<file path="src/rtl/spi_lp_pkg.sv">
package spi_lp_pkg;

  typedef enum logic [0:0] {
    ENG_IDLE = 1'b0,
    ENG_XFER = 1'b1
  } eng_state_t;

endpackage

</file>
<file path="src/rtl/spi_lp_cfg.sv">
module spi_lp_cfg #(
  parameter int DIV_W   = 8,
  parameter int RST_DIV = 1
) (
  input  logic             clk,
  input  logic             rst,
  input  logic             we,
  input  logic             lock,
  input  logic [DIV_W-1:0] div_in,
  input  logic             dz_in,
  output logic [DIV_W-1:0] div_q,
  output logic             dz_q
);

  always_ff @(posedge clk) begin
    if (rst) begin
      div_q <= DIV_W'(RST_DIV);
      dz_q  <= 1'b0;
    end else if (we && !lock) begin
      div_q <= div_in;
      dz_q  <= dz_in;
    end
  end

  // settings frozen while locked by busy or stop
  a_r11_cfg_hold: assert property (@(posedge clk) disable iff (rst)
    lock |=> ($stable(div_q) && $stable(dz_q)));

endmodule

</file>
<file path="src/rtl/spi_lp_sckgen.sv">
module spi_lp_sckgen #(
  parameter int DIV_W = 8
) (
  input  logic             clk,
  input  logic             rst,
  input  logic             run,
  input  logic             clr,
  input  logic [DIV_W-1:0] div,
  output logic             tick
);

  logic [DIV_W-1:0] cnt;

  assign tick = run && (cnt == div);

  always_ff @(posedge clk) begin
    if (rst || clr) begin
      cnt <= '0;
    end else if (run) begin
      if (cnt == div) cnt <= '0;
      else            cnt <= cnt + 1'b1;
    end
  end

  // count never passes the programmed half period while running
  a_r4_cnt_in_range: assert property (@(posedge clk) disable iff (rst)
    run |-> (cnt <= div));

endmodule

</file>
<file path="src/rtl/spi_lp_shift.sv">
module spi_lp_shift
  import spi_lp_pkg::*;
#(
  parameter int W = 8
) (
  input  logic         clk,
  input  logic         rst,
  input  logic         stop,
  input  logic         halt,
  input  logic         start,
  input  logic [W-1:0] tx,
  input  logic         miso,
  input  logic         tick,
  output logic         load,
  output logic         run,
  output logic         busy,
  output logic         done,
  output logic [W-1:0] rx,
  output logic         sck,
  output logic         mosi,
  output logic         cs_n
);

  localparam int BCW = (W > 2) ? $clog2(W) : 1;
  localparam logic [BCW-1:0] LAST_BIT = BCW'(W - 1);

  eng_state_t     state;
  logic [W-1:0]   shreg;
  logic           samp;
  logic [BCW-1:0] bitcnt;

  assign load = start && (state == ENG_IDLE) && !halt && !stop;
  assign run  = (state == ENG_XFER) && !stop;
  assign mosi = shreg[W-1];

  always_ff @(posedge clk) begin
    if (rst) begin
      state  <= ENG_IDLE;
      shreg  <= '0;
      samp   <= 1'b0;
      bitcnt <= '0;
      busy   <= 1'b0;
      done   <= 1'b0;
      rx     <= '0;
      sck    <= 1'b0;
      cs_n   <= 1'b1;
    end else begin
      done <= 1'b0;
      if (stop) begin
        state  <= ENG_IDLE;
        shreg  <= '0;
        samp   <= 1'b0;
        bitcnt <= '0;
        busy   <= 1'b0;
        sck    <= 1'b0;
        cs_n   <= 1'b1;
      end else begin
        case (state)
          ENG_IDLE: begin
            if (load) begin
              shreg  <= tx;
              bitcnt <= '0;
              sck    <= 1'b0;
              busy   <= 1'b1;
              cs_n   <= 1'b0;
              state  <= ENG_XFER;
            end
          end
          ENG_XFER: begin
            if (tick) begin
              if (!sck) begin
                sck  <= 1'b1;
                samp <= miso;
              end else begin
                sck   <= 1'b0;
                shreg <= {shreg[W-2:0], samp};
                if (bitcnt == LAST_BIT) begin
                  rx     <= {shreg[W-2:0], samp};
                  done   <= 1'b1;
                  busy   <= 1'b0;
                  cs_n   <= 1'b1;
                  bitcnt <= '0;
                  state  <= ENG_IDLE;
                end else begin
                  bitcnt <= bitcnt + 1'b1;
                end
              end
            end
          end
          default: state <= ENG_IDLE;
        endcase
      end
    end
  end

  // a stop request clears the link on the next edge, without done
  a_r8_stop_abort: assert property (@(posedge clk) disable iff (rst)
    stop |=> (!busy && cs_n && !sck && !mosi && !done));

  // no transfer can begin while stop is held
  a_r9_start_blocked_in_stop: assert property (@(posedge clk) disable iff (rst)
    stop |=> !busy);

  // an active doze keeps an idle engine idle
  a_r5_doze_blocks_start: assert property (@(posedge clk) disable iff (rst)
    (halt && !busy && !stop) |=> !busy);

  // busy rises only after a start request
  a_r2_rise_needs_start: assert property (@(posedge clk) disable iff (rst)
    $rose(busy) |-> $past(start));

  // done lasts exactly one cycle
  a_r3_done_single: assert property (@(posedge clk) disable iff (rst)
    done |=> !done);

  // serial lines at idle levels whenever not busy
  a_r4_idle_lines: assert property (@(posedge clk) disable iff (rst)
    !busy |-> (!sck && cs_n));

  // MOSI holds while the clock is high
  a_r3_mosi_hold_high: assert property (@(posedge clk) disable iff (rst)
    (sck && $past(sck)) |-> $stable(mosi));

endmodule

</file>
<file path="src/rtl/spi_lp_master.sv">
module spi_lp_master #(
  parameter int W       = 8,
  parameter int DIV_W   = 8,
  parameter int RST_DIV = 1
) (
  input  logic             clk,
  input  logic             rst,
  input  logic             cfg_we,
  input  logic [DIV_W-1:0] cfg_div,
  input  logic             cfg_doze_en,
  input  logic             start,
  input  logic [W-1:0]     tx_data,
  input  logic             doze_req,
  input  logic             stop_req,
  input  logic             miso,
  output logic             busy,
  output logic             done,
  output logic [W-1:0]     rx_data,
  output logic             sck,
  output logic             mosi,
  output logic             cs_n
);

  logic [DIV_W-1:0] div_q;
  logic             dz_q;
  logic             halt;
  logic             tick;
  logic             load;
  logic             run;
  logic             cfg_lock;

  assign halt     = doze_req && dz_q;
  assign cfg_lock = busy || stop_req;

  spi_lp_cfg #(.DIV_W(DIV_W), .RST_DIV(RST_DIV)) cfg_i (
    .clk    (clk),
    .rst    (rst),
    .we     (cfg_we),
    .lock   (cfg_lock),
    .div_in (cfg_div),
    .dz_in  (cfg_doze_en),
    .div_q  (div_q),
    .dz_q   (dz_q)
  );

  spi_lp_sckgen #(.DIV_W(DIV_W)) sckgen_i (
    .clk  (clk),
    .rst  (rst),
    .run  (run),
    .clr  (load || stop_req),
    .div  (div_q),
    .tick (tick)
  );

  spi_lp_shift #(.W(W)) shift_i (
    .clk   (clk),
    .rst   (rst),
    .stop  (stop_req),
    .halt  (halt),
    .start (start),
    .tx    (tx_data),
    .miso  (miso),
    .tick  (tick),
    .load  (load),
    .run   (run),
    .busy  (busy),
    .done  (done),
    .rx    (rx_data),
    .sck   (sck),
    .mosi  (mosi),
    .cs_n  (cs_n)
  );

endmodule

</file>
<file path="config.mk">
export PLATFORM = sky130hd
export DESIGN_NAME = spi_lp_master
export DESIGN_NICKNAME = d
export VERILOG_FILES = /design/src/rtl/spi_lp_pkg.sv /design/src/rtl/spi_lp_cfg.sv /design/src/rtl/spi_lp_sckgen.sv /design/src/rtl/spi_lp_shift.sv /design/src/rtl/spi_lp_master.sv
export SDC_FILE = /design/constraint.sdc
export NUM_CORES = 1
export LEC_CHECK = 0
export BUFFER_PORTS_ARGS = -buffer_cell sky130_fd_sc_hd__clkbuf_2
export CAP_MARGIN = 5
export CELL_PAD_IN_SITES_DETAIL_PLACEMENT = 0
export CELL_PAD_IN_SITES_GLOBAL_PLACEMENT = 2
export CORE_MARGIN = 3
export CORE_UTILIZATION = 29
export CTS_CLUSTER_DIAMETER = 200
export CTS_CLUSTER_SIZE = 30
export DETAILED_ROUTE_END_ITERATION = 6
export PLACE_DENSITY = 0.82
export SYNTH_ARGS = -nofsm -noshare
export SYNTH_HDL_FRONTEND = slang
export SYNTH_SLANG_ARGS = --single-unit
</file>
<file path="constraint.sdc">
create_clock -name clk -period 2.85 [get_ports clk]
set_clock_uncertainty 0.2 [all_clocks]
set_input_delay 0.4275 -clock clk [delete_from_list [all_inputs] [get_ports clk]]
set_output_delay 0.4275 -clock clk [all_outputs]
set_load 0.01 [all_outputs]
</file>
==> metrics.txt <==
RePlAce Congestion=between 0.7 and 0.8; Buffers on Ports=36; Synth area leader=dfxtp_1; drt total wl=3.95 mm; die width=about 86 um; Tmin final=2.15 ns; Internal=between 800 and 900 uW; fmax=between 400 and 500 MHz; Switch Pwr=between 200 and 250 uW; GRT Total Usage=0.119; register area=841 sq um; critical path required time=~2.8 ns; initial drt markers=57; Synth area leaders=dfxtp_1, mux2i_1, nor2_1; CP Data Arrival Time=2.13 ns; Slew @ Worst Pin=0.975 ns; Syn Std Cell Area=0.00185 sq mm; CTS H-tree lvls=2; area of the core=0.00606 sq mm; top cells by count, synth=dfxtp_1, nor2_1, mux2i_1; first-pass GRT wire length=6.89 mm; Cells after Synth=190; count of different cell masters after synthesis=36; Yosys reg bits=42; dpl cells=between 200 and 300; iteration count of the initial detailed-routing pass=4; CTS tree=built; dpl hpwl=between 2 and 3 mm; site row count=28; # IOs=37; Post-DP Area=roughly 0.0021 sq mm; Clk pwr share=0.335; crit-path cells=xnor2_1 -> nand3_1 -> o31a_1 -> nor2_1 -> o21a_1; initial core utilization=0.305; Post-CTS Setup Bufs=0; vias in the first global route=1381; post-cts resize count=0; Avg Cell Area, Syn=between 9 and 10 sq um; Slew Viols, Final=0; top-count cell post-synth=dfxtp_1; register area share after synthesis=0.455; largest net degree at the start of global routing=25; Largest stage delay, worst path=0.81 ns; Crit. End Element=flip-flop; Max clock buf depth=2; Rel. slew slack=0.350; Num Clock Sinks=42; hold_ws=0.143 ns; share of the synthesized area in the top cell type=0.455; fillers=624; P_leak=about 0.84 nW; antenna cells=0; Overflow after GRT=0; multi-input combinational cell area=951 sq um; Place WS=0.598 ns; die height=85.9 um; non-filler instance count after layout=303; PD cells=482 mW/mm^2; Clock Latency Late Sink=roughly 0.29 ns; RSZ-0062 raised after global routing=no; Vias=around 1.4k; worst hold path type=in2reg; CP Max Fanout=24; Worst setup SP type=flip-flop; sequential power share=0.574; ys async rst share=0; nets=roughly 260; DRC viols=0; Max VDD drop=194 uV; Post-synth top flop=dfxtp_1; CTS clock-pin slew for the worst setup and hold paths=0.08 ns; number of buffers and inverters on the critical path=0; final critical-path setup slack=0.697 ns; share of cells above drive strength 1=0.254; crit share post-route=0.756; finished layout cell area=0.00219 sq mm; Post-Syn Nets=about 220; CTS root buffer=clkbuf_8; sw frac=0.236; CTS Buf Count=5; status=complete, no violations; critical path class=reg2reg; Final Hold Viols=0; delay-heaviest family, CP=compound AO/OA/AOI/OAI gates; synthesis-to-finish area growth=18.7%; Synth Warn #=0; Total Neg Setup Slack=0 ns; cts hold-fix bufs=0; Critical-path top delay cell=o31a_1; wire length per cell=13.0 um; Max-Cap Viols=0; post-route ant nets=0; Post-synth EDFFs=0; Gate power share=0.092; initial antenna violation count=0; vias per cell=4.62; Die ar.=0.00737 sq mm; final setup fails=0
==> layer usage <==
metal,global-route usage,part of all wire,up-vias
li1,-,-,732
met1,0.167,0.49,631
met2,0.170,0.44,31
met3,0.0355,0.056,5
met4,0.0475,0.015,0
met5,0,0,-
==> power groups by stage <==
stage          logic [mW]  registers (mW)  clock network, mW
2_1_floorplan      0.0663           0.618                  0
3_3_place_gp       0.0983           0.621                  0
3_5_place_dp       0.0992           0.621                  0
4_1_cts            0.0995           0.607              0.372
5_1_grt             0.109           0.609              0.402
6_report           0.0972           0.607              0.354
==> sequential cells by signal, summed over array words and instances (netlist names) <==
name,count
shift_i.busy,1
cfg_i.dz_q,1
shift_i.rx,8
shift_i.bitcnt,3
shift_i.cs_n,1
shift_i.state,1
shift_i.done,1
shift_i.sck,1
sckgen_i.cnt,8
shift_i.shreg,8
shift_i.samp,1
cfg_i.div_q,8
==> cells in the final DEF, fill, tap and decap left out, drive strengths merged, types with 2 or more instances in the layout <==
cell / instances
buf: 6
clkbuf: 43
dfxtp: 42
ha: 3
inv: 2
mux2i: 24
nand2: 8
nand3: 19
nand4: 3
nor2: 30
nor2b: 2
nor4: 2
o21a: 2
o21ai: 4
o31ai: 9
xnor2: 9
xor2: 6
==> worst reg2reg max path, stage by stage, from the launching register on <==
cell,delay (ns)
dfxtp_1,0.45
xnor2_1,0.10
nand3_1,0.17
o31a_1,0.81
nor2_1,0.12
o21a_1,0.20
==> stage by stage <==
step,utilization,power [mW]
6_report,0.362,1.06
5_1_grt,0.362,1.12
4_1_cts,0.362,1.08
3_5_place_dp,0.350,0.720
3_3_place_gp,0.350,0.719
2_1_floorplan,-,0.685
==> cell families after synthesis <==
| logic type | synth area share |
|---|---|
| flops | 0.455 |
| simple gates | 0.181 |
| compound gates | 0.106 |
| xor+xnor | 0.0710 |
| buf+inv | 0.0372 |
| fa+ha+maj | 0.0203 |
| mux | 0.130 |
==> path summary, 6_finish.rpt <==
| path | start | cells past startpoint | slack [ns] | endpoint |
|---|---|---|---|---|
| max | sckgen_i.cnt[0]$_SDFFE_PP0N_ | 5 | 0.70 | shift_i.busy$_SDFFE_PP0P_ |
| min | cfg_div[0] | 2 | 0.14 | cfg_i.div_q[0]$_SDFFE_PP1P_ |
| max reg2reg | sckgen_i.cnt[0]$_SDFFE_PP0N_ | 5 | 0.70 | shift_i.busy$_SDFFE_PP0P_ |
| min reg2reg | shift_i.bitcnt[1]$_SDFFE_PP0P_ | 2 | 0.27 | shift_i.bitcnt[1]$_SDFFE_PP0P_ |
==> cell type report <==
class                      instances  area share
inverter                           2     0.00342
sequential                        42       0.383
timing repair buffer              42       0.103
clock buffer                       7      0.0348
multi-input combinational        135       0.433
tap                               75      0.0428
(Power assumes the default switching activity.)
